[src/rtl/sc_irq_pkg.sv]
package sc_irq_pkg;
  localparam int unsigned EVT_BITS  = 13;
  localparam int unsigned BUS_BITS  = 32;
  localparam int unsigned WORD_BITS = 3;

  localparam int unsigned WORD_ENABLE  = 0;
  localparam int unsigned WORD_DISABLE = 1;
  localparam int unsigned WORD_MASK    = 2;
  localparam int unsigned WORD_PENDING = 3;
  localparam int unsigned WORD_LIVE    = 4;

  // live-view selection: rx trigger, rx empty, tx empty, tx full
  localparam logic [EVT_BITS-1:0] LIVE_SEL = 13'h001B;

  function automatic logic [EVT_BITS-1:0] live_view(input logic [EVT_BITS-1:0] lvl);
    return lvl & LIVE_SEL;
  endfunction

  function automatic logic any_enabled(input logic [EVT_BITS-1:0] pend,
                                       input logic [EVT_BITS-1:0] msk);
    return |(pend & msk);
  endfunction
endpackage

[src/rtl/sc_irq_edge_detect.sv]
module sc_irq_edge_detect #(
  parameter int unsigned W = 13
) (
  input  logic         clk,
  input  logic         rst_n,
  input  logic [W-1:0] lvl,
  output logic [W-1:0] rise
);
  logic [W-1:0] prev_q;

  for (genvar i = 0; i < W; i++) begin : g_bit
    always_ff @(posedge clk) begin
      if (!rst_n) prev_q[i] <= 1'b0;
      else        prev_q[i] <= lvl[i];
    end
    assign rise[i] = lvl[i] & ~prev_q[i];
  end
endmodule

[src/rtl/sc_irq_mask_reg.sv]
module sc_irq_mask_reg #(
  parameter int unsigned W = 13
) (
  input  logic         clk,
  input  logic         rst_n,
  input  logic [W-1:0] set_bits,
  input  logic [W-1:0] clr_bits,
  output logic [W-1:0] mask
);
  logic [W-1:0] mask_q;
  logic [W-1:0] mask_d;

  always_comb mask_d = (mask_q | set_bits) & ~clr_bits;

  always_ff @(posedge clk) begin
    if (!rst_n) mask_q <= '0;
    else        mask_q <= mask_d;
  end

  assign mask = mask_q;

  assert_enable_sets_R1: assert property (@(posedge clk) disable iff (!rst_n)
    (|(set_bits & ~clr_bits)) |=> ((mask & $past(set_bits & ~clr_bits)) == $past(set_bits & ~clr_bits)));

  assert_disable_clears_R2: assert property (@(posedge clk) disable iff (!rst_n)
    (|clr_bits) |=> ((mask & $past(clr_bits)) == '0));

  assert_mask_holds_R3: assert property (@(posedge clk) disable iff (!rst_n)
    (set_bits == '0 && clr_bits == '0) |=> $stable(mask));
endmodule

[src/rtl/sc_irq_pending_reg.sv]
module sc_irq_pending_reg #(
  parameter int unsigned W = 13
) (
  input  logic         clk,
  input  logic         rst_n,
  input  logic [W-1:0] rise,
  input  logic [W-1:0] clr_bits,
  output logic [W-1:0] pend
);
  logic [W-1:0] pend_q;
  logic [W-1:0] pend_d;

  // a new rising event outranks a simultaneous software clear
  always_comb pend_d = (pend_q & ~clr_bits) | rise;

  always_ff @(posedge clk) begin
    if (!rst_n) pend_q <= '0;
    else        pend_q <= pend_d;
  end

  assign pend = pend_q;

  assert_rise_latches_R6: assert property (@(posedge clk) disable iff (!rst_n)
    (|rise) |=> ((pend & $past(rise)) == $past(rise)));

  assert_clear_drops_R5: assert property (@(posedge clk) disable iff (!rst_n)
    (|(clr_bits & ~rise)) |=> ((pend & $past(clr_bits & ~rise)) == '0));

  assert_no_spurious_R4: assert property (@(posedge clk) disable iff (!rst_n)
    1'b1 |=> ((pend & ~$past(pend) & ~$past(rise)) == '0));
endmodule

[src/rtl/sc_irq_mask_ctrl.sv]
module sc_irq_mask_ctrl
  import sc_irq_pkg::*;
#(
  parameter int unsigned EVT_W  = EVT_BITS,
  parameter int unsigned DATA_W = BUS_BITS,
  parameter int unsigned ADDR_W = WORD_BITS
) (
  input  logic              clk,
  input  logic              rst_n,
  input  logic              wr_en,
  input  logic [ADDR_W-1:0] wr_addr,
  input  logic [DATA_W-1:0] wr_data,
  input  logic [ADDR_W-1:0] rd_addr,
  output logic [DATA_W-1:0] rd_data,
  input  logic [EVT_W-1:0]  evt_lvl,
  output logic              irq
);
  localparam logic [ADDR_W-1:0] A_EN   = ADDR_W'(WORD_ENABLE);
  localparam logic [ADDR_W-1:0] A_DIS  = ADDR_W'(WORD_DISABLE);
  localparam logic [ADDR_W-1:0] A_MSK  = ADDR_W'(WORD_MASK);
  localparam logic [ADDR_W-1:0] A_PEND = ADDR_W'(WORD_PENDING);
  localparam logic [ADDR_W-1:0] A_LIVE = ADDR_W'(WORD_LIVE);

  logic [EVT_W-1:0] wr_field;
  logic             unused_hi;
  logic             hit_en, hit_dis, hit_pend;
  logic [EVT_W-1:0] mask_set, mask_clr, pend_clr;
  logic [EVT_W-1:0] evt_rise;
  logic [EVT_W-1:0] mask_w, pend_w;

  assign wr_field  = wr_data[EVT_W-1:0];
  assign unused_hi = ^wr_data[DATA_W-1:EVT_W];

  assign hit_en   = wr_en && (wr_addr == A_EN);
  assign hit_dis  = wr_en && (wr_addr == A_DIS);
  assign hit_pend = wr_en && (wr_addr == A_PEND);

  assign mask_set = hit_en   ? wr_field : '0;
  assign mask_clr = hit_dis  ? wr_field : '0;
  assign pend_clr = hit_pend ? wr_field : '0;

  sc_irq_edge_detect #(.W(EVT_W)) u_edge (
    .clk(clk), .rst_n(rst_n), .lvl(evt_lvl), .rise(evt_rise)
  );

  sc_irq_mask_reg #(.W(EVT_W)) u_mask (
    .clk(clk), .rst_n(rst_n), .set_bits(mask_set), .clr_bits(mask_clr), .mask(mask_w)
  );

  sc_irq_pending_reg #(.W(EVT_W)) u_pend (
    .clk(clk), .rst_n(rst_n), .rise(evt_rise), .clr_bits(pend_clr), .pend(pend_w)
  );

  always_comb begin
    unique case (rd_addr)
      A_MSK:   rd_data = DATA_W'(mask_w);
      A_PEND:  rd_data = DATA_W'(pend_w);
      A_LIVE:  rd_data = DATA_W'(live_view(evt_lvl));
      default: rd_data = '0;
    endcase
  end

  assign irq = any_enabled(pend_w, mask_w);

  assert_irq_needs_source_R7: assert property (@(posedge clk) disable iff (!rst_n)
    irq |-> ((pend_w & mask_w) != '0));

  assert_wo_reads_zero_R3: assert property (@(posedge clk) disable iff (!rst_n)
    (rd_addr == A_EN || rd_addr == A_DIS) |-> (rd_data == '0));

  assert_unmapped_quiet_R11: assert property (@(posedge clk) disable iff (!rst_n)
    (wr_en && wr_addr > A_LIVE && evt_rise == '0) |=> ($stable(mask_w) && $stable(pend_w)));
endmodule

[config.mk]
export PLATFORM = sky130hd
export DESIGN_NAME = sc_irq_mask_ctrl
export DESIGN_NICKNAME = d
export VERILOG_FILES = /design/src/rtl/sc_irq_pkg.sv /design/src/rtl/sc_irq_edge_detect.sv /design/src/rtl/sc_irq_mask_reg.sv /design/src/rtl/sc_irq_pending_reg.sv /design/src/rtl/sc_irq_mask_ctrl.sv
export SDC_FILE = /design/constraint.sdc
export NUM_CORES = 1
export LEC_CHECK = 0
export BUFFER_PORTS_ARGS = -buffer_cell sky130_fd_sc_hd__buf_2
export CAP_MARGIN = 20
export CELL_PAD_IN_SITES_DETAIL_PLACEMENT = 0
export CELL_PAD_IN_SITES_GLOBAL_PLACEMENT = 2
export CORE_ASPECT_RATIO = 0.5
export CORE_MARGIN = 2
export CORE_UTILIZATION = 28
export CTS_CLUSTER_SIZE = 12
export DETAILED_ROUTE_END_ITERATION = 7
export PLACE_DENSITY = 0.92
export SLEW_MARGIN = 20
export SYNTH_ARGS = -nofsm -noshare
export SYNTH_HDL_FRONTEND = slang
export SYNTH_SLANG_ARGS = --single-unit
[constraint.sdc]
create_clock -name clk -period 1.72 [get_ports clk]
set_input_delay 0 -clock clk [delete_from_list [all_inputs] [get_ports clk]]
set_output_delay 0 -clock clk [all_outputs]
set_load 0.03 [all_outputs]
# After elaboration in Yosys (flattened, before gate mapping)
# Cells that the tools add are included.
[totals] reg_bits=39 inputBits=54 out_inout_bits=33 wordCells=62
[op_classes] eq_ne=5 n_mux=4 bitwise=33 n_reduce_logical=5
[ops] operator="$and 13x13->13" n=3
[ops] operator="$mux 13" n=3
[ops] operator="$pmux 13 s3" n=1
[ops] operator="$not 13->13" n=2
[ops] operator="$or 13x13->13" n=2
[ops] operator="$and 1x1->1" n=13
[ops] operator="$not 1->1" n=13
[ops] operator="$reduce_or 13->1" n=1
[ops] operator="$eq 3x2->1 const B" n=3
[ops] operator="$eq 3x1->1 const B" n=1
[ops] operator="$eq 3x3->1 const B" n=1
[ops] operator="$logic_and 1x1->1" n=3
[ops] operator="$logic_not 3->1" n=1

# Longest topological paths before layout
[depth] ltp_word=6 ltp_mapped=4 mapped_depth_nobuf=3

# Cells and area by module
# Synthesis repeated with hierarchy kept, for this count alone.
[unflattened] hier_cells=228 hier_area_um2=2115.8
[modules_own_cells] mod="sc_irq_mask_ctrl" instances=1 cells_each=108 area_each_um2=762.0
[modules_own_cells] mod="sc_irq_mask_reg" instances=1 cells_each=40 area_each_um2=469.2
[modules_own_cells] mod="sc_irq_pending_reg" instances=1 cells_each=40 area_each_um2=450.4
[modules_own_cells] mod="sc_irq_edge_detect" instances=1 cells_each=40 area_each_um2=434.2

# Least setup slack after synthesis
# Ideal clock, no wire load.
[synth_timing] kind="input port to output port" from="input port rd_addr[0]" to="output port rd_data[1]" arrival_ns=1.127 required_ns=1.720 path_slack_ns=0.593 cell_stages=4 n_path_buf=2 path_cell_list="buf_2 > buf_4 > mux2i_1 > o21ai_0"
[synth_between] elab_chain_len=2 word_cells_on_any_way=4 classes_between="3 x eq/ne; 1 x mux"
[synth_lines] element="from (decl)" line="sc_irq_mask_ctrl.sv:13" rtl="input logic [ADDR_W-1:0] rd_addr,"
[synth_lines] element="$eq 3x3->1 / $eq 3x2->1 (equally long branches)" line="sc_irq_mask_ctrl.sv:55" rtl="unique case (rd_addr)"
[synth_lines] element="$pmux 13 s3 (*)" line="sc_irq_mask_ctrl.sv:55"
[synth_lines] element="to (decl)" line="sc_irq_mask_ctrl.sv:14" rtl="output logic [DATA_W-1:0] rd_data,"
# Every way passes the cells marked *; elsewhere a longest branch is shown, timed or not.

# Final worst setup path
[layout_timing] from="register u_mask.mask_q[4] (netlist: u_mask.mask[4])" to="output port irq"
[layout_between] elab_chain_len=2
[layout_lines] element="from (decl)" line="sc_irq_mask_reg.sv:10" rtl="logic [W-1:0] mask_q;"
[layout_lines] element="from (signal assigned)" line="sc_irq_mask_reg.sv:17" rtl="else mask_q <= mask_d;"
[layout_lines] element="$and 13x13->13" line="sc_irq_pkg.sv:21" rtl="return |(pend & msk);"
[layout_lines] element="$reduce_or 13->1" line="sc_irq_pkg.sv:21"
[layout_lines] element="to (decl)" line="sc_irq_mask_ctrl.sv:16" rtl="output logic irq"
# No other way between the ends.

==> results.cfg <==
[outcome]
status = finished clean

[layout]
fin_util = 0.404
fillers = 615
antenna_cells = 0
nets = 319
area_delta_synth_final_pct = 36.5
drive_above_1_share = 0.267

[power]
ir_drop_v = 0.000321
p_leak_nw = 1.06
powerDensity_nw_per_um2 = 916

[synthesis]
yosysTopAreaCellShare = 0.427
synth-adder-area-share = 0
synth_edf_count = 0
netlist_top_cells_count = dfxtp_1 (39), buf_4 (20), nand2_1 (17)
yosysTopAreaCell = dfxtp_1
synth_xor_area_frac = 0
synth_mux_area_frac = 0.0712
synth.most_common_cell = dfxtp_1
avgSynthCellArea_um2 = 9.62
synth-simple-area-share = 0.137
yosys.cell_types.count = 28
syn-cell-area_um2 = 1830
synth_top_flop_cell = dfxtp_1
syn_inst = 190
synth-async-reset-ratio = 0
ys_seq_area_frac = 0.427
ys_ff_latch = 39
synth_compound_area_frac = 0.226
ys.warnings.count = 0
synth_top_family_by_area = compound AO/OA/AOI/OAI gates
synth_area_leaders = dfxtp_1 (43%), buf_4 (8.2%), a32o_1 (7.1%)

[clock_network]
post_cts_resized = 0
cts_buffer_depth = 2
cts_tree = built
htreeDepth = 2
cts.sink_count = 39
postCtsSetupBuffers = 0
cts_made_buffers = 5
clockRootBuffer = clkbuf_16
insertion_delay_ns = 0.28
clkTransAtPathRegs_ns = 0.05

[timing]
setup_viol = 0
worst_pin_slew_ns = 0.655
finalCriticalPeriod_ns = 1.51
finalHoldViolCount = 0
relSlewSlack = 0.563
drv_slew = 0
finClkSkew_ns = 0.00112
timing.setup.tns_ns = 0
fin_crit_sh = 0.876
rsz0062_at_grt = no
fmax_ghz = 0.664
whs_ns = 0.283

[floorplanning]
start_util = 0.296
ioPinCount = 87
die_area_um2 = 7230
core_area_um2 = 6180
die_h_um = 61.1
die_w_um = 118
rows = 20

[place]
routabilityCongestion = 0.765
hpwl_um = 2920
io_buffers = 48

[critical_path]
path_cells = a222oi_1 > and3_1 > nand3_1 > buf_2
worstPathMaxFanout = 3
worstPathRequired_ns = 1.72
critPathMaxStageDelay_ns = 0.41
critical_path_class = reg2out
critPathSlowestCell = a222oi_1
critPathTopFamily = compound AO/OA/AOI/OAI gates
endpoint_kind = output port
worst-path-buf-inv = 1
cp-start-kind = flop
worstPathArrival_ns = 1.51

[global_route]
grt_antenna_before_repair = 0
grt_pass1_wl_um = 7270
grt_max_degree = 27
overflow = 0
grt_pass1_vias = 1557
grt.total_usage = 0.131

[route]
first_pass_iters = 4
routed_wl_um = 4380
via_count = 1565
wire_per_inst_um = 12.4
first_iter_violations = 43
post-route-drc-count = 0
postRouteAntennaNets = 0
via_per_inst = 4.42

[worst_hold_path]
hold_path.class = in2reg

[flow_run]
cap_viol_max_count = 0
==> layer usage <==
metal  track usage  vias to the layer above  part of all wire
li1              -                      783                 -
met1         0.145                      730              0.45
met2         0.249                       46              0.49
met3        0.0407                        6             0.054
met4        0.0465                        0             0.013
met5             0                        -                 0
==> kinds of logic after synthesis <==
family,count (synthesis)
muxes,13
AOI/OAI and AO/OA,49
other,1
buffers and inverters,42
DFF,39
and+or+nand+nor,46
==> final cells by class <==
| type | instances | area, um2 | share of cell area |
|---|---|---|---|
| repair buffers | 78 | 531 | 0.213 |
| well taps | 88 | 110 | 0.0441 |
| clock buffers | 8 | 156 | 0.0627 |
| multi-input cells | 127 | 865 | 0.347 |
| inverters | 14 | 52.6 | 0.0211 |
| flip-flops and latches | 39 | 781 | 0.313 |
==> stage by stage <==
stage	total power, W	cells	setup WS, ns	cell area, um2
6_report	0.00228	354	0.213	2490
5_1_grt	0.00238	354	0.133	2490
4_1_cts	0.00231	354	0.212	2490
3_5_place_dp	0.00130	320	0.514	2080
3_3_place_gp	0.00129	320	0.526	2080
2_1_floorplan	0.00124	208	0.593	1900
==> registers in the layout (all words and copies together) (netlist names) <==
register	flops
u_edge.prev_q	13
u_mask.mask	13
u_pend.pend	13
==> worst reg2reg max path, cell delays in order, from the launching register on <==
cell and delay (ns):
dfxtp_1 0.32, a21oi_1 0.18, a211oi_2 0.07
==> what timing repair did <==
| action | CTS | global route |
|---|---|---|
| hold buffers | 26 | 0 |
| hold endpoints to repair | 26 | 0 |
| endpoints found under the setup margin | 0 | 0 |
==> path summary, 6_finish.rpt <==
| check | startpoint | end | slack (ns) | cells after the start |
|---|---|---|---|---|
| max | u_mask.mask[4] | irq | 0.21 | 4 |
| min | rst_n | u_edge.prev_q[10] | 0.28 | 3 |
| max reg2reg | u_mask.mask[5] | u_mask.mask[5] | 1.01 | 2 |
| min reg2reg | u_edge.prev_q[9] | u_pend.pend[9] | 0.47 | 2 |
==> placed cells by master, fill, tap and decap left out, drive strengths merged <==
cell and n:
a22o 1, nand2 17, o21ai 4, a222oi 1, conb 19, dfxtp 39
and2 13, nand2b 1, nand3 1, nor2 9, clkbuf 8, and4bb 1
a22oi 3, nor3b 1, nor4b 1, a211oi 13, and3 1, a221oi 1
and4b 1, inv 14, mux2i 13, buf 52, dlygate4sd3 26, a21oi 13
a32o 13
==> report_power, final <==
part	internal (W)	total (W)	switching, W
clock network	0.000616	0.000954	0.000338
logic	0.000144	0.000339	0.000195
registers	0.000958	0.000991	0.0000331
No activity file was read; power rests on OpenSTA's default activity.
